## src/rtl/btg_pkg.sv

```systemverilog
package btg_pkg;
   typedef enum logic {
      BR_SHORT = 1'b0,
      BR_LONG  = 1'b1
   } br_kind_e;
endpackage

```

## src/rtl/btg_offset.sv

```systemverilog
module btg_offset
   import btg_pkg::*;
#(
   parameter int PC_W     = 20,
   parameter int SHORT_W  = 9,
   parameter int SCALE_SH = 2
) (
   input  logic                  clk,
   input  logic                  rst_n,
   input  logic                  shared_i,
   input  br_kind_e              kind_i,
   input  logic [SHORT_W-1:0]    short_imm_i,
   input  logic                  ext_valid_i,
   input  logic [PC_W-SHORT_W-1:0] ext_hi_i,
   input  logic [PC_W-1:0]       long_imm_i,
   input  logic                  long_rel_i,
   output logic [PC_W-1:0]       off_o,
   output logic                  abs_o
);
   localparam int HI_W = PC_W - SHORT_W;

   logic [PC_W-1:0] short_sx;
   logic [PC_W-1:0] short_scaled;
   logic [PC_W-1:0] ext_off;

   assign short_sx = {{HI_W{short_imm_i[SHORT_W-1]}}, short_imm_i};
   assign ext_off  = {ext_hi_i, short_imm_i};

   generate
      if (SCALE_SH > 0) begin : g_scale
         assign short_scaled = shared_i ? (short_sx << SCALE_SH) : short_sx;

         // scaled short offsets are whole instructions
         p_scaled_aligned_r4: assert property (@(posedge clk) disable iff (!rst_n)
            (kind_i == BR_SHORT && shared_i && !ext_valid_i) |-> (off_o[SCALE_SH-1:0] == '0));
      end else begin : g_noscale
         assign short_scaled = short_sx;
      end
   endgenerate

   always_comb begin
      abs_o = 1'b0;
      off_o = '0;
      if (kind_i == BR_LONG) begin
         abs_o = ~long_rel_i;
         off_o = long_imm_i;
      end else if (ext_valid_i) begin
         off_o = ext_off;
      end else begin
         off_o = short_scaled;
      end
   end

   // an unscaled short offset stays inside the signed short range
   p_short_range_r3: assert property (@(posedge clk) disable iff (!rst_n)
      (kind_i == BR_SHORT && !shared_i && !ext_valid_i) |->
      ($countones(off_o[PC_W-1:SHORT_W-1]) == 0 || $countones(off_o[PC_W-1:SHORT_W-1]) == HI_W + 1));

   // short kinds never request an absolute load
   p_short_is_rel_r5: assert property (@(posedge clk) disable iff (!rst_n)
      (kind_i == BR_SHORT) |-> !abs_o);
endmodule

```

## src/rtl/btg_domain.sv

```systemverilog
module btg_domain #(
   parameter int PC_W      = 20,
   parameter int LOCAL_TOP = 1024
) (
   input  logic [PC_W-1:0] addr_i,
   output logic            shared_o
);
   localparam logic [PC_W-1:0] TOP_V = PC_W'(LOCAL_TOP);
   assign shared_o = (addr_i >= TOP_V);
endmodule

```

## src/rtl/btg_target_gen.sv

```systemverilog
module btg_target_gen
   import btg_pkg::*;
#(
   parameter int PC_W      = 20,
   parameter int SHORT_W   = 9,
   parameter int SCALE_SH  = 2,
   parameter int LOCAL_TOP = 1024
) (
   input  logic                    clk,
   input  logic                    rst_n,
   input  logic [PC_W-1:0]         pc_i,
   input  logic                    in_shared_i,
   input  logic                    take_i,
   input  logic                    kind_i,
   input  logic [SHORT_W-1:0]      short_imm_i,
   input  logic                    ext_valid_i,
   input  logic [PC_W-SHORT_W-1:0] ext_hi_i,
   input  logic [PC_W-1:0]         long_imm_i,
   input  logic                    long_rel_i,
   output logic [PC_W-1:0]         npc_o,
   output logic                    cross_o
);
   localparam logic [PC_W-1:0] SHARED_STEP = PC_W'(1) << SCALE_SH;
   localparam logic [PC_W-1:0] LOCAL_STEP  = PC_W'(1);

   generate
      if (SHORT_W < 2 || SHORT_W >= PC_W) begin : g_bad_short
         $error("btg_target_gen: SHORT_W must lie between 2 and PC_W-1");
      end
      if (SCALE_SH < 0 || SCALE_SH > 4) begin : g_bad_scale
         $error("btg_target_gen: SCALE_SH out of range");
      end
      if (LOCAL_TOP < 1 || LOCAL_TOP >= (1 << (PC_W - 1))) begin : g_bad_top
         $error("btg_target_gen: LOCAL_TOP out of range");
      end
   endgenerate

   br_kind_e        kind;
   logic [PC_W-1:0] off;
   logic            abs_ld;
   logic [PC_W-1:0] base;
   logic [PC_W-1:0] target;
   logic [PC_W-1:0] next_pc;
   logic            tgt_shared;

   assign kind = br_kind_e'(kind_i);

   btg_offset #(
      .PC_W     (PC_W),
      .SHORT_W  (SHORT_W),
      .SCALE_SH (SCALE_SH)
   ) off_i (
      .clk         (clk),
      .rst_n       (rst_n),
      .shared_i    (in_shared_i),
      .kind_i      (kind),
      .short_imm_i (short_imm_i),
      .ext_valid_i (ext_valid_i),
      .ext_hi_i    (ext_hi_i),
      .long_imm_i  (long_imm_i),
      .long_rel_i  (long_rel_i),
      .off_o       (off),
      .abs_o       (abs_ld)
   );

   assign base    = pc_i + (in_shared_i ? SHARED_STEP : LOCAL_STEP);
   assign target  = abs_ld ? long_imm_i : (base + off);
   assign next_pc = take_i ? target : base;

   btg_domain #(
      .PC_W      (PC_W),
      .LOCAL_TOP (LOCAL_TOP)
   ) dom_i (
      .addr_i   (target),
      .shared_o (tgt_shared)
   );

   always_ff @(posedge clk) begin
      if (!rst_n) begin
         npc_o   <= '0;
         cross_o <= 1'b0;
      end else begin
         npc_o   <= next_pc;
         cross_o <= take_i && (tgt_shared != in_shared_i);
      end
   end

   // a sequential step advances by one instruction of the running domain
   p_seq_step_r2: assert property (@(posedge clk) disable iff (!rst_n)
      !take_i |=> (PC_W'(npc_o - $past(pc_i)) == ($past(in_shared_i) ? SHARED_STEP : LOCAL_STEP)));

   // absolute long branches load the field verbatim
   p_abs_load_r6: assert property (@(posedge clk) disable iff (!rst_n)
      (take_i && kind_i && !long_rel_i) |=> (npc_o == $past(long_imm_i)));

   // no crossing flag without a taken branch
   p_no_cross_idle_r8: assert property (@(posedge clk) disable iff (!rst_n)
      !take_i |=> !cross_o);

   // the flag agrees with the domain of the presented target
   p_cross_domain_r8: assert property (@(posedge clk) disable iff (!rst_n)
      cross_o |-> ((npc_o >= PC_W'(LOCAL_TOP)) != $past(in_shared_i)));
endmodule

```

## config.mk

```make
export PLATFORM = sky130hd
export DESIGN_NAME = btg_target_gen
export DESIGN_NICKNAME = d
export VERILOG_FILES = /design/src/rtl/btg_pkg.sv /design/src/rtl/btg_offset.sv /design/src/rtl/btg_domain.sv /design/src/rtl/btg_target_gen.sv
export SDC_FILE = /design/constraint.sdc
export NUM_CORES = 1
export LEC_CHECK = 0
export BUFFER_PORTS_ARGS = -buffer_cell sky130_fd_sc_hd__buf_4
export CORE_ASPECT_RATIO = 1.1
export CORE_MARGIN = 5
export CORE_UTILIZATION = 25
export DETAILED_ROUTE_END_ITERATION = 7
export PLACE_DENSITY_LB_ADDON = 0.2
export SLEW_MARGIN = 20
export SYNTH_ARGS = -nofsm -noshare
export SYNTH_HDL_FRONTEND = slang
export SYNTH_SLANG_ARGS = --single-unit
```

## constraint.sdc

```tcl
create_clock -name clk -period 9.3 [get_ports clk]
set_input_delay 0.93 -clock clk [delete_from_list [all_inputs] [get_ports clk]]
set_output_delay 0.93 -clock clk [all_outputs]
set_load 0.02 [all_outputs]
```

==> reports/summary.txt, run 1 <==
status -> finished, final reports clean
ANT nets after route -> 0
Cell Chain, Critical Path -> buf_4 -> inv_1 -> ha_1 -> ha_1 -> a21o_1 -> nand2_1 -> nor2_1 -> and3_1 -> nand2_1 -> xnor2_1 -> ha_1 -> nand2_1 -> nor2_1 -> a2111oi_0 -> mux2i_1 -> a21oi_1 -> a2111oi_0 -> and4_2 -> nand4_1 -> a21oi_1
CTS Root Cell -> clkbuf_16
Hold Crit Class -> input pin to flop
row cnt -> 41
DR pass1 iterations -> 4
worst-margin pin slew -> 0.719 ns
warnings from Yosys -> 0
Syn Inst Count -> 384
core area -> 11400 sq um
Routed WL per cell -> 17.8 um
RePlAce Congestion -> 0.863
Mapped Area -> 2890 sq um
Total GRT Usage -> 15.1%
max-cap violations -> 0
Syn Nets -> 475
die width -> 112 um
Hold Path Sink -> npc_o[15]
drt first-iter violations -> 122
Post-CTS Setup Bufs -> 0
WP data required -> 9.49 ns
RSZ-0062 raised after global routing -> false
Area Growth Syn to Fin -> 26.9%
maximum number of pins on one net before global-route repair -> 43
fin cells -> 603
CTS buffer count -> 3
TritonCTS clock tree -> yes
Worst Slack Setup Final -> 4.70 ns
Final Slew Violations -> 0
mux contribution to synthesized area -> 4.68%
hold path start -> long_imm_i[15]
ratio of cells with drive above 1 in the final layout -> 24.1%
CP peak stage delay -> 0.42 ns
first-pass GRT wire length -> 16.7 mm
sequential share of the synthesized area -> 14.6%
Pleak -> 1.74 nW
pre-CTS setup slack -> 4.43 ns
H-tree depth -> 1
Vias/cell -> 5.15
ant diodes -> 0
port bufs -> 87
WS Path Type -> input pin to flop
library cells used by synthesis -> 57
nets@finish -> 545
power density over cell area -> 122 nW/um^2
IO Pins -> 88
CTS Hold Buffers Added -> 0
Die Y -> 123 um
clock slew at the register clock pins of the worst setup and hold paths -> 0.07 ns
fraction of the mapped netlist area in adder cells -> 10.7%
Sink Count -> 21
main combinational cell family by area after synthesis -> compound AO/OA/AOI/OAI gates
Final period util -> 49.5%
endpoints failing setup -> 0
WL final -> 10.7 mm
Setup TNS -> 0 ns
placed cell count -> 599
Syn Area/Cell -> 7.52 sq um
Clock Path Buffers -> 2
Async SR Flop Fraction -> 0%
startpoint types -> input pin
initial antenna violation count -> 0
crit path from -> in_shared_i
# DRC -> 0
Post-Synth XOR/XNOR Area -> 9.71%
Hold Path Depth -> 3
initial core utilization -> 25.4%
Overflow after GRT -> 0
CP max stage cell -> a2111oi_0
flops & latches, synth -> 21
Tmin final -> 4.60 ns
final hold vios -> 0
Overall Power -> 446 uW
CTS resizes -> 0
fraction of the mapped netlist area in compound gates -> 32.0%
total die area -> 13800 sq um
simple-gate share of the synthesized area -> 21.7%
Max Freq -> 217 MHz
critical path fanouts, max -> 10
Final HPWL DP -> 8.46 mm
EDFF count, synth -> 0
Worst IR Drop VDD -> 0.0592 mV
Main synth FF type -> dfxtp_1
Arr. time, crit path -> 4.79 ns
max_slew headroom -> 52.1%
via count -> 3106
Critical Path End Type -> flop
vias in the first global route -> 3044
routing by layer:
metal / track usage (%) / wire length [um] / vias up
li1: - / - / 1540
met1: 19.9 / 4850 / 1443
met2: 25.7 / 5090 / 113
met3: 2.42 / 632 / 10
met4: 3.68 / 158 / 0
met5: 0 / 0 / -
synthesized netlist by cell type (4+ instances only):
library cell	count	area, sq um
nand2_1	61	229
a21oi_1	34	170
o21ai_0	31	155
ha_1	23	288
xnor2_1	22	193
dfxtp_1	21	420
o211a_1	15	150
clkbuf_1	14	52.6
nor2_1	14	52.6
mux2i_1	12	120
nand3_1	11	55.1
xor2_1	10	87.6
inv_1	9	33.8
o211ai_1	8	60.1
and3_1	6	37.5
a211oi_1	5	37.5
a21o_1	5	37.5
a31oi_1	5	31.3
nand2b_1	5	31.3
nand4_1	5	31.3
nor3_1	5	25.0
clkbuf_8	4	55.1
nor2b_1	4	25.0
o21a_1	4	30.0
how the worst max path moves through the flow:
| stage | end | slack [ns] | depth (start not counted) |
|---|---|---|---|
| 3_3_place_gp | cross_o | 4.50 | 17 |
| 2_1_floorplan | cross_o | 5.16 | 16 |
| 5_1_grt | cross_o | 4.37 | 20 |
| 3_5_place_dp | cross_o | 4.43 | 17 |
| 4_1_cts | cross_o | 4.70 | 17 |
| 6_report | cross_o | 4.70 | 20 |
area by class of cell:
cell class	count	area [sq um]
Clock buffer	4	78.8
Tap cell	150	188
Inverter	9	33.8
Timing Repair Buffer	89	668
Fill cell	1264	7720
Multi-Input combinational cell	330	2280
Sequential cell	21	420
registers in the layout (all words and copies together) (netlist names):
register	cells
npc_o	20
cross_o	1
metrics by stage:
step / cell area (sq um) / hold slack (ns) / utilization, %
finish: 3670 / 0.956 / 32.2
global route: 3670 / 0.968 / 32.2
CTS: 3670 / 0.953 / 32.2
detailed placement: 3590 / 1.23 / 31.5
global placement: 3590 / 1.24 / 31.5
floorplan: 2890 / 1.07 / -
report_power, final:
part	internal, mW	total [mW]	switching [mW]
registers	0.0998	0.103	0.00289
logic	0.108	0.244	0.136
clock network	0.0587	0.0995	0.0408
placed cells by master, fill, tap and decap left out, types with 3 or more instances in the layout:
cell type,synthesis,routed
buf_4,0,89
nand2_1,61,61
a21oi_1,34,34
o21ai_0,31,31
ha_1,23,23
xnor2_1,22,22
dfxtp_1,21,21
o211a_1,15,15
nor2_1,14,14
mux2i_1,12,12
nand3_1,11,11
xor2_1,10,10
inv_1,9,9
o211ai_1,8,8
and3_1,6,6
nand2b_1,5,5
a21o_1,5,5
nor3_1,5,5
a31oi_1,5,5
nand4_1,5,5
a211oi_1,5,5
o21a_1,4,4
nor2b_1,4,3
or3_1,3,3
o21ai_1,3,3
o31ai_1,3,3
clkbuf_16,0,3
cell families (layout without fill, tap and decap cells):
logic type               Yosys count  after routing
flip-flops                        21             21
XOR/XNOR                          32             32
AO/OA/AOI/OAI                    133            133
buffers and inverters             33            102
AND/OR/NAND/NOR                  128            128
adder cells (fa/ha/maj)           24             24
multiplexers                      13             13
worst max-delay path: cells and delay by family:
family | cells | cell delay [ns]
and+or+nand+nor | 8 | 1.31
AOI/OAI and AO/OA | 5 | 1.16
muxes | 1 | 0.24
buffers and inverters | 2 | 0.19
xor gates and xnor gates | 1 | 0.20
adders and majority gates | 3 | 0.75
Note: power is estimated with default switching activity, not from simulation.
==> inputs of run 2 (changes only) <==
==> constraint.sdc (replaced) <==
create_clock -name clk -period 4.4 [get_ports clk]
set_input_delay 0.44 -clock clk [delete_from_list [all_inputs] [get_ports clk]]
set_output_delay 0.44 -clock clk [all_outputs]
set_load 0.02 [all_outputs]
==> run 2 against run 1 <==
Net effect:
- cell count increased by 0.17%
- global-route usage increased by 0.32 points
- critical path type unchanged
- count of clock-buffer cells in the layout unchanged
- power rose by 110%
- non-clock buffer count grew 1
- die area unchanged
- highest routed layer unchanged
- combinational power rose by 110%
- sequential share of layout area barely moved
- first-iteration DRC count grew 0.82%
- flip-flop and latch count is the same
- critical path depth shrank 3
- via count decreased by 0.68%
==> reports/summary.txt, run 2 (synthesis results as in run 1) <==
Post-CTS Setup Bufs -> 0 (unchanged)
die width -> 112 um (unchanged)
DR pass1 iterations -> 4 (unchanged)
vias in the first global route -> 3113 (was 3044)
WP data required -> 4.55 ns (was 9.49 ns)
placed instance area -> 3590 sq um (about the same)
Critical Path End Type -> flop (unchanged)
first-pass GRT wire length -> 17.0 mm (was 16.7 mm)
fin cells -> 604 (was 603)
Area Growth Syn to Fin -> 27.4% (was 26.9%)
port bufs -> 87 (unchanged)
ratio of cells with drive above 1 in the final layout -> 24.7% (was 24.1%)
Layout Utilization -> 32.3% (was 32.2%)
Worst Slack Setup Final -> 0.367 ns (was 4.70 ns)
total die area -> 13800 sq um (unchanged)
Sink Count -> 21 (unchanged)
final hold vios -> 0 (unchanged)
Overall Power -> 939 uW (was 446 uW)
Max Freq -> 248 MHz
CP Buf/Inv Count -> 1 (was 2)
Final HPWL DP -> 8.52 mm (was 8.46 mm)
CP max stage cell -> o41ai_4 (was a2111oi_0)
status -> finished, final reports clean (unchanged)
Die Y -> 123 um (unchanged)
ANT nets after route -> 0 (unchanged)
maximum number of pins on one net before global-route repair -> 43 (unchanged)
endpoints failing setup -> 0 (unchanged)
critical path fanouts, max -> 6 (was 10)
commonest non-fill, non-tap cell in the layout -> buf_4 (unchanged)
Biggest register -> npc_o (unchanged)
worst-margin pin slew -> 0.689 ns (was 0.719 ns)
Routed WL per cell -> 17.7 um (was 17.8 um)
# DRC -> 0 (unchanged)
WL final -> 10.7 mm (about the same)
Final period util -> 91.7%
Top Registers -> npc_o (20), cross_o (1) (unchanged)
Arr. time, crit path -> 4.18 ns (was 4.79 ns)
commonest non-fill, non-tap cells in the layout -> buf_4 (90), nand2_1 (61), a21oi_1 (34), o21ai_0 (31), ha_1 (23) (was buf_4 (89), nand2_1 (61), a21oi_1 (34), o21ai_0 (31), ha_1 (23))
nets@finish -> 546 (was 545)
M2 GR Usage -> 27.0% (was 25.7%)
drt first-iter violations -> 123 (was 122)
ant diodes -> 0 (unchanged)
pre-CTS setup slack -> -0.0209 ns (was 4.43 ns)
RePlAce Congestion -> 0.862 (was 0.863)
max_slew headroom -> 54.1% (was 52.1%)
Total GRT Usage -> 15.4% (was 15.1%)
power density over cell area -> 255 nW/um^2 (was 122 nW/um^2)
core area -> 11400 sq um (unchanged)
Pleak -> 1.74 nW (about the same)
Cell Chain, Critical Path -> buf_4 -> ha_1 -> a31oi_1 -> nor2_2 -> and3_1 -> nand3_1 -> xnor2_1 -> ha_1 -> and3_1 -> nor3b_2 -> o21a_4 -> o41ai_4 -> o211ai_2 -> mux2_4 -> a211oi_4 -> a31o_1 -> a21oi_1 (was buf_4 -> inv_1 -> ha_1 -> ha_1 -> a21o_1 -> nand2_1 -> nor2_1 -> and3_1 -> nand2_1 -> xnor2_1 -> ha_1 -> nand2_1 -> nor2_1 -> a2111oi_0 -> mux2i_1 -> a21oi_1 -> a2111oi_0 -> and4_2 -> nand4_1 -> a21oi_1)
WS Path Type -> input pin to flop (unchanged)
Final Slew Violations -> 0 (unchanged)
max reg flops -> 20 (unchanged)
initial core utilization -> 25.4% (unchanged)
row cnt -> 41 (unchanged)
CP peak stage delay -> 0.40 ns (was 0.42 ns)
CTS buffer count -> 3 (unchanged)
TritonCTS clock tree -> yes (unchanged)
critical path's top delay family -> compound AO/OA/AOI/OAI gates (was simple AND/OR/NAND/NOR gates)
most used routing layer -> met2 (unchanged)
RSZ-0062 raised after global routing -> false (unchanged)
Hold Crit Class -> input pin to flop (unchanged)
Clock Path Buffers -> 2 (unchanged)
placed cell count -> 600 (was 599)
Worst IR Drop VDD -> 0.156 mV (was 0.0592 mV)
initial antenna violation count -> 0 (unchanged)
startpoint types -> input pin (unchanged)
max-cap violations -> 0 (unchanged)
via count -> 3085 (was 3106)
Vias/cell -> 5.11 (was 5.15)
design area -> 3680 sq um (was 3670 sq um)
met3 Usage GRT -> 2.61% (was 2.42%)
CTS Root Cell -> clkbuf_16 (unchanged)
Tmin final -> 4.03 ns
clock slew at the register clock pins of the worst setup and hold paths -> 0.06 ns (was 0.07 ns)
H-tree depth -> 1 (unchanged)
Overflow after GRT -> 0 (unchanged)
met1 Resource Use GR -> 19.8% (was 19.9%)
IO Pins -> 88 (unchanged)
## run 2: cell types whose count changed in the layout (fill, tap and decap cells not counted), sizes merged
cell / delta
buf: +1
## run 2: where the power goes
part	internal, mW	total, mW	switching [mW]	leakage, nW
Sequential	0.211	0.217	0.00567	0.175
Clock	0.124	0.205	0.0811	0.0382
Combinational	0.229	0.517	0.288	1.53
Total	0.564	0.939	0.375	1.74
## run 2: per-layer routing
metal  wire length, um  share of wire, %
met1              4730                44
met2              5160                48
met3               619               5.8
met4               199               1.9
met5                 0                 0
## run 2: cell type report
type	instances	area, sq um
Tap cell	150	188
Timing Repair Buffer	90	676
Inverter	9	33.8
Fill cell	1272	7710
Sequential cell	21	420
Multi-Input combinational cell	330	2280
Clock buffer	4	78.8
## run 2: worst paths after layout
kind	from	end	slack, ns	cells after the start
worst max-delay path	in_shared_i	cross_o	0.37	17
worst min-delay path	long_imm_i[15]	npc_o[15]	0.49	3
## run 2: tightest hold or removal path, delay by kind of cell
| family | cells | cell delay, ns |
|---|---|---|
| AOI/OAI and AO/OA | 1 | 0.08 |
| and+or+nand+nor | 1 | 0.05 |
| buffers and inverters | 1 | 0.12 |
## run 2: per-stage QoR
stage	hold slack, ns	TNS, ns
finish	0.486	0
global route	0.494	0
CTS	0.477	0
detailed placement	0.745	-0.0355
global placement	0.744	0
floorplan	0.578	0
## run 2: what timing repair did
action | in CTS | in global routing
gates resized for setup | 0 | 3
hold buffers | 0 | 0
setup endpoints to repair | 0 | 2
endpoints found under the hold margin | 0 | 0
==> inputs of run 3 (changes only) <==
--- a/config.mk
+++ b/config.mk
@@ -5,11 +5,11 @@
 export SDC_FILE = /design/constraint.sdc
 export NUM_CORES = 1
 export LEC_CHECK = 0
-export BUFFER_PORTS_ARGS = -buffer_cell sky130_fd_sc_hd__buf_4
 export CORE_ASPECT_RATIO = 1.1
 export CORE_MARGIN = 5
 export CORE_UTILIZATION = 25
 export DETAILED_ROUTE_END_ITERATION = 7
+export DONT_BUFFER_PORTS = 1
 export PLACE_DENSITY_LB_ADDON = 0.2
 export SLEW_MARGIN = 20
 export SYNTH_ARGS = -nofsm -noshare
==> run 3 against run 2 <==
Net effect:
- first-iteration DRC count rose by 25%
- via count fell by 10%
- worst setup slack improved by 0.053 ns
- sequential share of layout area rose by 2.4 points
- core utilization fell by 5.7 points
- non-clock buffer count fell by 85
- fmax rose by 1.3%
- critical path type unchanged
- critical endpoint unchanged
==> reports/summary.txt, run 3 (synthesis results as in run 1) <==
initial antenna violation count -> 0 (unchanged)
DR pass1 iterations -> 4 (unchanged)
WL final -> 10.4 mm (was 10.7 mm)
placed cell count -> 515 (was 600)
ANT nets after route -> 0 (unchanged)
via count -> 2766 (was 3085)
critical path fanouts, max -> 6 (unchanged)
Total GRT Usage -> 14.8% (was 15.4%)
placed instance area -> 2960 sq um (was 3590 sq um)
CTS Root Cell -> clkbuf_16 (unchanged)
Hold Crit Class -> input pin to flop (unchanged)
Biggest register -> npc_o (unchanged)
Max Freq -> 251 MHz (was 248 MHz)
commonest non-fill, non-tap cell in the layout -> nand2_1 (was buf_4)
CTS resizes -> 0 (unchanged)
critical path's top delay family -> simple AND/OR/NAND/NOR gates (was compound AO/OA/AOI/OAI gates)
RePlAce Congestion -> 0.911 (was 0.862)
Final Slew Violations -> 0 (unchanged)
Tmin final -> 3.98 ns (was 4.03 ns)
IO Pins -> 88 (unchanged)
met1 WL -> 4.65 mm (was 4.73 mm)
port bufs -> 0 (was 87)
die width -> 112 um (unchanged)
initial core utilization -> 25.4% (unchanged)
Vias/cell -> 5.33 (was 5.11)
max_slew headroom -> 54.6% (was 54.1%)
uppermost layer routed -> met4 (unchanged)
Overall Power -> 835 uW (was 939 uW)
Critical Path End Type -> flop (unchanged)
status -> finished, final reports clean (unchanged)
design area -> 3040 sq um (was 3680 sq um)
Final HPWL DP -> 8.31 mm (was 8.52 mm)
Pleak -> 1.33 nW (was 1.74 nW)
H-tree depth -> 1 (unchanged)
Cell Chain, Critical Path -> ha_1 -> a31oi_1 -> nor2_1 -> and3_1 -> nand3_1 -> xnor2_1 -> ha_1 -> and3_1 -> nor3b_2 -> o21a_4 -> o41ai_4 -> o211ai_2 -> mux2_4 -> a211oi_4 -> nand4_1 -> a21oi_1 (was buf_4 -> ha_1 -> a31oi_1 -> nor2_2 -> and3_1 -> nand3_1 -> xnor2_1 -> ha_1 -> and3_1 -> nor3b_2 -> o21a_4 -> o41ai_4 -> o211ai_2 -> mux2_4 -> a211oi_4 -> a31o_1 -> a21oi_1)
# DRC -> 0 (unchanged)
CP Buf/Inv Count -> 0 (was 1)
ratio of cells with drive above 1 in the final layout -> 6.78% (was 24.7%)
first-pass GRT wire length -> 16.2 mm (was 17.0 mm)
max-cap violations -> 0 (unchanged)
total die area -> 13800 sq um (unchanged)
Die Y -> 123 um (unchanged)
fin cells -> 519 (was 604)
row cnt -> 41 (unchanged)
nets@finish -> 461 (was 546)
DR WL met2 -> 4.91 mm (was 5.16 mm)
Top Registers -> npc_o (20), cross_o (1) (unchanged)
max reg flops -> 20 (unchanged)
TritonCTS clock tree -> yes (unchanged)
Worst IR Drop VDD -> 0.146 mV (was 0.156 mV)
Arr. time, crit path -> 4.17 ns (was 4.18 ns)
CP max stage cell -> nor2_1 (was o41ai_4)
endpoints failing setup -> 0 (unchanged)
core area -> 11400 sq um (unchanged)
WL met3 -> 793 um (was 619 um)
WP data required -> 4.59 ns (was 4.55 ns)
pre-CTS setup slack -> 0.112 ns (was -0.0209 ns)
CTS buffer count -> 3 (unchanged)
ant diodes -> 0 (unchanged)
final hold vios -> 0 (unchanged)
Routed WL per cell -> 20.1 um (was 17.7 um)
Post-CTS Setup Bufs -> 0 (unchanged)
Overflow after GRT -> 0 (unchanged)
Sink Count -> 21 (unchanged)
Setup TNS -> 0 ns (unchanged)
RSZ-0062 raised after global routing -> false (unchanged)
Clock Path Buffers -> 2 (unchanged)
power density over cell area -> 275 nW/um^2 (was 255 nW/um^2)
CP peak stage delay -> 0.40 ns (about the same)
WS Path Type -> input pin to flop (unchanged)
startpoint types -> input pin (unchanged)
Area Growth Syn to Fin -> 5.11% (was 27.4%)
clock slew at the register clock pins of the worst setup and hold paths -> 0.07 ns (was 0.06 ns)
vias in the first global route -> 2794 (was 3113)
Worst Slack Setup Final -> 0.420 ns (was 0.367 ns)
worst-margin pin slew -> 0.682 ns (was 0.689 ns)
Final period util -> 90.4% (was 91.7%)
commonest non-fill, non-tap cells in the layout -> nand2_1 (61), a21oi_1 (34), o21ai_0 (31), ha_1 (23), xnor2_1 (22) (was buf_4 (90), nand2_1 (61), a21oi_1 (34), o21ai_0 (31), ha_1 (23))
drt first-iter violations -> 154 (was 123)
maximum number of pins on one net before global-route repair -> 43 (unchanged)
CTS Hold Buffers Added -> 0 (unchanged)
run 3: final cells by class:
type                       instances  area (sq um)
clock buffer                       4          78.8
inverter                           9          33.8
multi-input combinational        330          2280
fill                            1293          8350
tap                              150           188
sequential                        21           420
timing repair buffer               5          37.5
run 3: where the power goes:
group	switching (mW)	internal, mW	total [mW]
sequential	0.0355	0.211	0.247
clock	0.0829	0.124	0.207
combinational	0.212	0.170	0.381
total	0.330	0.505	0.835
run 3: final timing paths:
path,from,to,slack (ns),depth (start not counted)
max,pc_i[2],cross_o,0.42,16
min,take_i,npc_o[4],0.28,1
run 3: through the flow:
step,util (%),hold WS (ns)
5_1_grt,26.7,0.273
3_5_place_dp,26.0,0.543
4_1_cts,26.7,0.262
3_3_place_gp,26.0,0.546
6_report,26.7,0.276
2_1_floorplan,-,0.578
run 3: per-layer routing:
layer | track usage, % | vias to the layer above
met5 | 0 | -
li1 | - | 1374
met1 | 19.0 | 1301
met4 | 2.48 | 0
met3 | 4.04 | 6
met2 | 25.5 | 85
